<file path="config.mk">
export PLATFORM = sky130hd
export DESIGN_NAME = opc_one_pulse
export DESIGN_NICKNAME = d
export VERILOG_FILES = /design/src/rtl/opc_pkg.sv /design/src/rtl/opc_edge_det.sv /design/src/rtl/opc_preload_reg.sv /design/src/rtl/opc_counter.sv /design/src/rtl/opc_ref_gen.sv /design/src/rtl/opc_one_pulse.sv
export SDC_FILE = /design/constraint.sdc
export NUM_CORES = 1
export LEC_CHECK = 0
export BUFFER_PORTS_ARGS = -buffer_cell sky130_fd_sc_hd__buf_2
export CORE_MARGIN = 4
export CORE_UTILIZATION = 58
export CTS_CLUSTER_DIAMETER = 30
export DETAILED_ROUTE_END_ITERATION = 7
export GPL_ROUTABILITY_DRIVEN = 1
export PLACE_DENSITY = 0.79
export SLEW_MARGIN = 5
export SYNTH_ARGS = -nofsm -noshare
export SYNTH_HDL_FRONTEND = slang
export SYNTH_SLANG_ARGS = --single-unit
</file>
<file path="constraint.sdc">
create_clock -name clk -period 3.5 [get_ports clk]
set_input_delay 0.175 -clock clk [delete_from_list [all_inputs] [get_ports clk]]
set_output_delay 0.175 -clock clk [all_outputs]
set_load 0.01 [all_outputs]
</file>
<file path="src/rtl/opc_pkg.sv">
package opc_pkg;
    localparam logic [2:0] OPC_MODE_PWM1 = 3'b110;
    localparam logic [2:0] OPC_MODE_PWM2 = 3'b111;

    function automatic logic opc_is_pwm(input logic [2:0] m);
        return m[2:1] == 2'b11;
    endfunction
endpackage

</file>
<file path="src/rtl/opc_edge_det.sv">
module opc_edge_det (
    input  logic clk,
    input  logic rst_n,
    input  logic sig,
    input  logic fall_sel,
    output logic hit
);
    typedef struct packed {
        logic prev;
    } ed_st_t;

    ed_st_t st_d, st_q;

    always_comb begin
        st_d      = st_q;
        st_d.prev = sig;
        hit       = fall_sel ? (st_q.prev & ~sig) : (~st_q.prev & sig);
    end

    always_ff @(posedge clk or negedge rst_n) begin
        if (!rst_n) st_q <= '0;
        else        st_q <= st_d;
    end
endmodule

</file>
<file path="src/rtl/opc_preload_reg.sv">
module opc_preload_reg #(
    parameter int W = 16
) (
    input  logic         clk,
    input  logic         rst_n,
    input  logic         we,
    input  logic         pre_en,
    input  logic         load,
    input  logic [W-1:0] wval,
    output logic [W-1:0] act
);
    typedef struct packed {
        logic [W-1:0] shadow;
        logic [W-1:0] active;
    } pr_st_t;

    pr_st_t st_d, st_q;

    always_comb begin
        st_d = st_q;
        if (load) st_d.active = st_q.shadow;
        if (we) begin
            st_d.shadow = wval;
            if (!pre_en) st_d.active = wval;
        end
    end

    always_ff @(posedge clk or negedge rst_n) begin
        if (!rst_n) st_q <= '0;
        else        st_q <= st_d;
    end

    assign act = st_q.active;
endmodule

</file>
<file path="src/rtl/opc_counter.sv">
module opc_counter #(
    parameter int W = 16
) (
    input  logic         clk,
    input  logic         rst_n,
    input  logic         start_req,
    input  logic         fast_arm,
    input  logic [W-1:0] arl,
    output logic         start,
    output logic         wrap,
    output logic         run_q,
    output logic         fast_q,
    output logic [W-1:0] cnt_q,
    output logic         fast_nxt,
    output logic [W-1:0] cnt_nxt
);
    typedef struct packed {
        logic         run;
        logic         fast;
        logic [W-1:0] cnt;
    } ct_st_t;

    ct_st_t st_d, st_q;

    always_comb begin
        st_d  = st_q;
        start = start_req & ~st_q.run;
        wrap  = st_q.run & (st_q.cnt == arl);
        if (st_q.run) begin
            if (wrap) begin
                st_d.cnt  = '0;
                st_d.run  = 1'b0;
                st_d.fast = 1'b0;
            end else begin
                st_d.cnt = st_q.cnt + 1'b1;
            end
        end else if (start) begin
            st_d.run  = 1'b1;
            st_d.cnt  = '0;
            st_d.fast = fast_arm;
        end
    end

    always_ff @(posedge clk or negedge rst_n) begin
        if (!rst_n) st_q <= '0;
        else        st_q <= st_d;
    end

    assign run_q    = st_q.run;
    assign fast_q   = st_q.fast;
    assign cnt_q    = st_q.cnt;
    assign fast_nxt = st_d.fast;
    assign cnt_nxt  = st_d.cnt;
endmodule

</file>
<file path="src/rtl/opc_ref_gen.sv">
module opc_ref_gen
    import opc_pkg::*;
#(
    parameter int W = 16
) (
    input  logic [2:0]   mode,
    input  logic [W-1:0] cnt,
    input  logic [W-1:0] cmp,
    input  logic         force_match,
    output logic         ref_lvl
);
    logic matched;

    always_comb begin
        matched = force_match | (cnt >= cmp);
        case (mode)
            OPC_MODE_PWM2: ref_lvl = matched;
            OPC_MODE_PWM1: ref_lvl = ~matched;
            default:       ref_lvl = 1'b0;
        endcase
    end
endmodule

</file>
<file path="src/rtl/opc_one_pulse.sv">
module opc_one_pulse
    import opc_pkg::*;
#(
    parameter int CNT_W = 16
) (
    input  logic             clk,
    input  logic             rst_n,
    input  logic             trig_in,
    input  logic             trig_fall,
    input  logic             out_inv,
    input  logic [2:0]       mode,
    input  logic             fast_en,
    input  logic [CNT_W-1:0] cmp_val,
    input  logic             cmp_we,
    input  logic             cmp_pre,
    input  logic [CNT_W-1:0] arl_val,
    input  logic             arl_we,
    input  logic             arl_pre,
    input  logic             upd_strobe,
    output logic             pulse_out,
    output logic             upd_flag
);
    localparam int NREG    = 2;
    localparam int IDX_CMP = 0;
    localparam int IDX_ARL = 1;

    typedef struct packed {
        logic refl;
        logic flag;
    } out_st_t;

    out_st_t out_d, out_q;

    logic                       trig_hit;
    logic                       start, wrap, run_q, fast_q, fast_nxt;
    logic [CNT_W-1:0]           cnt_q, cnt_nxt;
    logic [CNT_W-1:0]           cmp_act, arl_act;
    logic                       upd_evt, ref_nxt, ref_q;
    logic [NREG-1:0][CNT_W-1:0] pr_wval, pr_act;
    logic [NREG-1:0]            pr_we, pr_pre;

    opc_edge_det u_edge (
        .clk      (clk),
        .rst_n    (rst_n),
        .sig      (trig_in),
        .fall_sel (trig_fall),
        .hit      (trig_hit)
    );

    assign upd_evt = upd_strobe | wrap;

    assign pr_wval[IDX_CMP] = cmp_val;
    assign pr_we[IDX_CMP]   = cmp_we;
    assign pr_pre[IDX_CMP]  = cmp_pre;
    assign pr_wval[IDX_ARL] = arl_val;
    assign pr_we[IDX_ARL]   = arl_we;
    assign pr_pre[IDX_ARL]  = arl_pre;

    for (genvar g = 0; g < NREG; g++) begin : g_preload
        opc_preload_reg #(.W(CNT_W)) u_reg (
            .clk    (clk),
            .rst_n  (rst_n),
            .we     (pr_we[g]),
            .pre_en (pr_pre[g]),
            .load   (upd_evt),
            .wval   (pr_wval[g]),
            .act    (pr_act[g])
        );
    end

    assign cmp_act = pr_act[IDX_CMP];
    assign arl_act = pr_act[IDX_ARL];

    opc_counter #(.W(CNT_W)) u_cnt (
        .clk       (clk),
        .rst_n     (rst_n),
        .start_req (trig_hit),
        .fast_arm  (fast_en & opc_is_pwm(mode)),
        .arl       (arl_act),
        .start     (start),
        .wrap      (wrap),
        .run_q     (run_q),
        .fast_q    (fast_q),
        .cnt_q     (cnt_q),
        .fast_nxt  (fast_nxt),
        .cnt_nxt   (cnt_nxt)
    );

    opc_ref_gen #(.W(CNT_W)) u_ref (
        .mode        (mode),
        .cnt         (cnt_nxt),
        .cmp         (cmp_act),
        .force_match (fast_nxt),
        .ref_lvl     (ref_nxt)
    );

    always_comb begin
        out_d      = out_q;
        out_d.refl = ref_nxt;
        out_d.flag = upd_evt;
    end

    always_ff @(posedge clk or negedge rst_n) begin
        if (!rst_n) out_q <= '0;
        else        out_q <= out_d;
    end

    assign ref_q     = out_q.refl;
    assign pulse_out = out_q.refl ^ out_inv;
    assign upd_flag  = out_q.flag;
endmodule

</file>
==> impl_results.md <==
- GRT Total Usage: 20.6%
- Clock Path Buffers: 2
- CTS tree: yes
- Port Buffer Count: 47
- Syn nets: 437
- Drt via density: 5.47
- Post-synthesis cell type count: 36
- Cell Area, Synth: 0.00420 mm²
- Starting Density: 60.8%
- Crit path launch: u_cnt.cnt_q[7]
- Worst setup endpoint: ref_q
- Internal power: 1.74 mW
- Largest family of logic cells by synthesized area: multiplexers
- Final Max Slew Viols: 0
- Period minus WS final: 3.16 ns
- DRT Wirelength: 8.25 mm
- Post-DRT Antenna Nets: 0
- RR Endpoint: ref_q
- Hold Path Class: input pin to asynchronous set/reset pin
- Status: completed
- Top Ports: 48
- PD cells: 528 mW/mm²
- Critical path arrival: 3.43 ns
- Clock slew at reported path FFs: 0.08 ns
- CTS H-tree lvls: 3
- Power Total: 2.50 mW
- Sw Ratio: 30.4%
- Total grt overflow: 0
- Clk root buf: clkbuf_8
- Mean post-synth cell area: 11.2 µm²
- Worst r2r src: u_cnt.cnt_q[7]
- Worst reg-to-reg setup slack: 0.34 ns
- First-pass DRT Iterations: 4
- Layout fillers: 557
- Peak supply drop: 0.000263 V
- Max_cap viols: 0
- Vias in the first global route: 2,972
- Clock power share: 26.0%
- Largest net degree at the start of global routing: 86
- Period utilisation layout: 90.3%
- Sw power: 0.760 mW
- Adder-cell share of the synthesized area: 5.06%
- Die X: 93.1 µm
- Iter 0 DRT Violations: 175
- Fmax: 316 MHz
- Die height: 93.1 µm
- Fin. Hold Viols: 0
- Synth Area in Simple Gates: 10.5%
- Post-synthesis compound-gate area fraction: 6.88%
- Worst Skew: 0.0108 ns
- Finish-stage setup viols: 0
- Core area: 0.00691 mm²
- Sequential fraction of the synthesis area: 50.6%
- Die ar.: 0.00867 mm²
- Worst EP required: 3.77 ns
- Slew headroom: 24.4%
- Placement Cell Area: 0.00453 mm²
- Worst-path fanout max: 11
- # nets final: 486
- Synthesis-stage register bit count: 85
- Routed WL per cell: 15.8 µm
- Mux cell area share after synthesis: 16.7%
- Warnings from Yosys: 0
- CTS Sinks: 85
- N_diodes: 0
- First-pass GRT wire length: 13.9 mm
- Fin area: 0.00474 mm²
- CP Launch Type: flip-flop
- Layout cell share with drive strength beyond 1: 24.6%
- Slew @ Worst Pin: 1.13 ns
- Area grow syn2layout: 12.8%
- Vias post-DR: 2,854
- Clk_lat worst skew: 0.35 ns
- Setup TNS: 0 ns
- Worst Reg2Reg Path Length in Cells: 13
- CTS buffer count: 9
- DP Wirelength: 5.99 mm
- Global placement routability congestion: 0.900
- Post-route DRC: 0
- Comb pwr share: 24.0%
- Gate Count Post-Synth: 374
- Sequential Power Share: 50.0%
- Leak: 2.27 nW
- Antenna violations before repair: 0
- Endpoint class of the critical path: flip-flop
- Xor/xnor cell area share of the yosys netlist: 6.46%
- Row count: 30
- WS Path Type: flip-flop to flip-flop
-- critical path, stage by stage, from the launching register on --
cell and delay [ns]:
dfrtp_1 0.45, xnor2_1 0.18, nand4_1 0.16, nor4_4 0.30, nand2_1 0.15, nand2_4 0.16
nor2_1 0.09, ha_1 0.30, a211oi_1 0.23, o21ai_0 0.14, a221oi_2 0.27, o211ai_1 0.16
a31oi_1 0.27, mux2i_1 0.24
-- per-layer routing --
layer | vias up | GRT usage, % | routed length (µm)
met2 | 65 | 32.8 | 3960
met5 | - | 0 | 0
met4 | 0 | 7.45 | 163
met1 | 1384 | 27.2 | 3710
met3 | 17 | 5.31 | 410
li1 | 1388 | - | -
-- Yosys cell counts, drive strengths merged --
master,number,area (µm²)
xor2,12,105
and2,1,6.26
and4,5,43.8
nor3b,1,7.51
mux2i,34,340
o21a,1,7.51
a31oi,1,6.26
a21o,1,7.51
nand2,44,165
and3,3,18.8
o21ai,36,180
xnor2,19,166
nor2b,2,12.5
nor4,1,21.3
or3,1,6.26
mux2,32,360
inv,20,75.1
dfrtp,85,2130
a21oi,5,36.3
buf,6,50.0
ha,17,213
nor2,15,56.3
nand3,6,30.0
nand3b,2,15.0
or3b,1,8.76
o211ai,2,15.0
o2111a,1,11.3
a221oi,2,17.5
nand4,8,50.1
a211oi,1,7.51
clkbuf,9,33.8
-- state kept, by name (all words and copies together), names as in the netlist --
name,flops
u_cnt.cnt_q,16
u_edge.st_q,1
upd_flag,1
u_cnt.fast_q,1
g_preload.u_reg.st_q,32
ref_q,1
u_cnt.run_q,1
g_preload.u_reg.act,32
-- worst min-delay path by stage --
stage,to,slack (ns),from
finish,upd_flag,0.01,rst_n
global route,g_preload[0].u_reg.act[13],0.04,cmp_val[13]
CTS,g_preload[0].u_reg.act[10],0.04,cmp_val[10]
detailed placement,u_edge.st_q,0.31,trig_in
global placement,u_edge.st_q,0.30,trig_in
floorplan,g_preload[0].u_reg.act[0],-0.12,rst_n
-- power groups by stage --
stage | registers (mW) | clock network (mW) | logic, mW
floorplan | 1.23 | 0 | 0.439
global placement | 1.26 | 0 | 0.556
detailed placement | 1.27 | 0 | 0.586
CTS | 1.25 | 0.662 | 0.595
global route | 1.27 | 0.709 | 0.687
finish | 1.25 | 0.652 | 0.601
-- metrics by stage --
stage	std cells	worst slack (ns)	utilization [%]	hold slack, ns
2_1_floorplan	374	0.567	-	-0.121
3_3_place_gp	507	0.395	65.6	0.303
3_5_place_dp	507	0.235	65.6	0.310
4_1_cts	522	0.206	68.4	0.0355
5_1_grt	522	-0.0186	68.6	0.0446
6_report	522	0.340	68.6	0.0119
-- cells in the final DEF (no fill, tap or decap), types with 3 or more instances in the layout --
cell type,Yosys,routed
dfrtp_1,85,85
buf_2,1,46
nand2_1,44,43
mux2i_1,34,34
mux2_2,32,32
o21ai_1,29,29
inv_1,20,20
xnor2_1,19,19
ha_1,17,17
nor2_1,15,15
clkbuf_8,0,13
xor2_1,12,12
nand4_1,8,8
o21ai_0,7,7
nand3_1,6,6
and4_1,5,5
buf_4,1,5
a21oi_1,4,4
and3_1,3,3
-- kinds of logic after synthesis --
kind of cell,count (synthesis)
xor+xnor,31
fa+ha+maj,17
simple gates,90
compound gates,50
mux,66
buf+inv,35
flops,85
-- area by class of cell --
class	instances	area, µm²	area share (%)
Sequential cell	85	2130	44.9
Multi-Input combinational cell	254	1930	40.8
Timing Repair Buffer	53	298	6.28
Clock buffer	13	179	3.78
Tap cell	96	120	2.53
Inverter	20	75.1	1.58
Clock inverter	1	5.00	0.106
-- repair_timing --
item                       in CTS  in global routing
hold endpoints to repair        1                  0
gates resized for setup         0                  3
hold buffers                    1                  0
setup buffers                   0                  0
setup endpoints to repair       0                  1
Note: power is estimated with default switching activity, not from simulation.
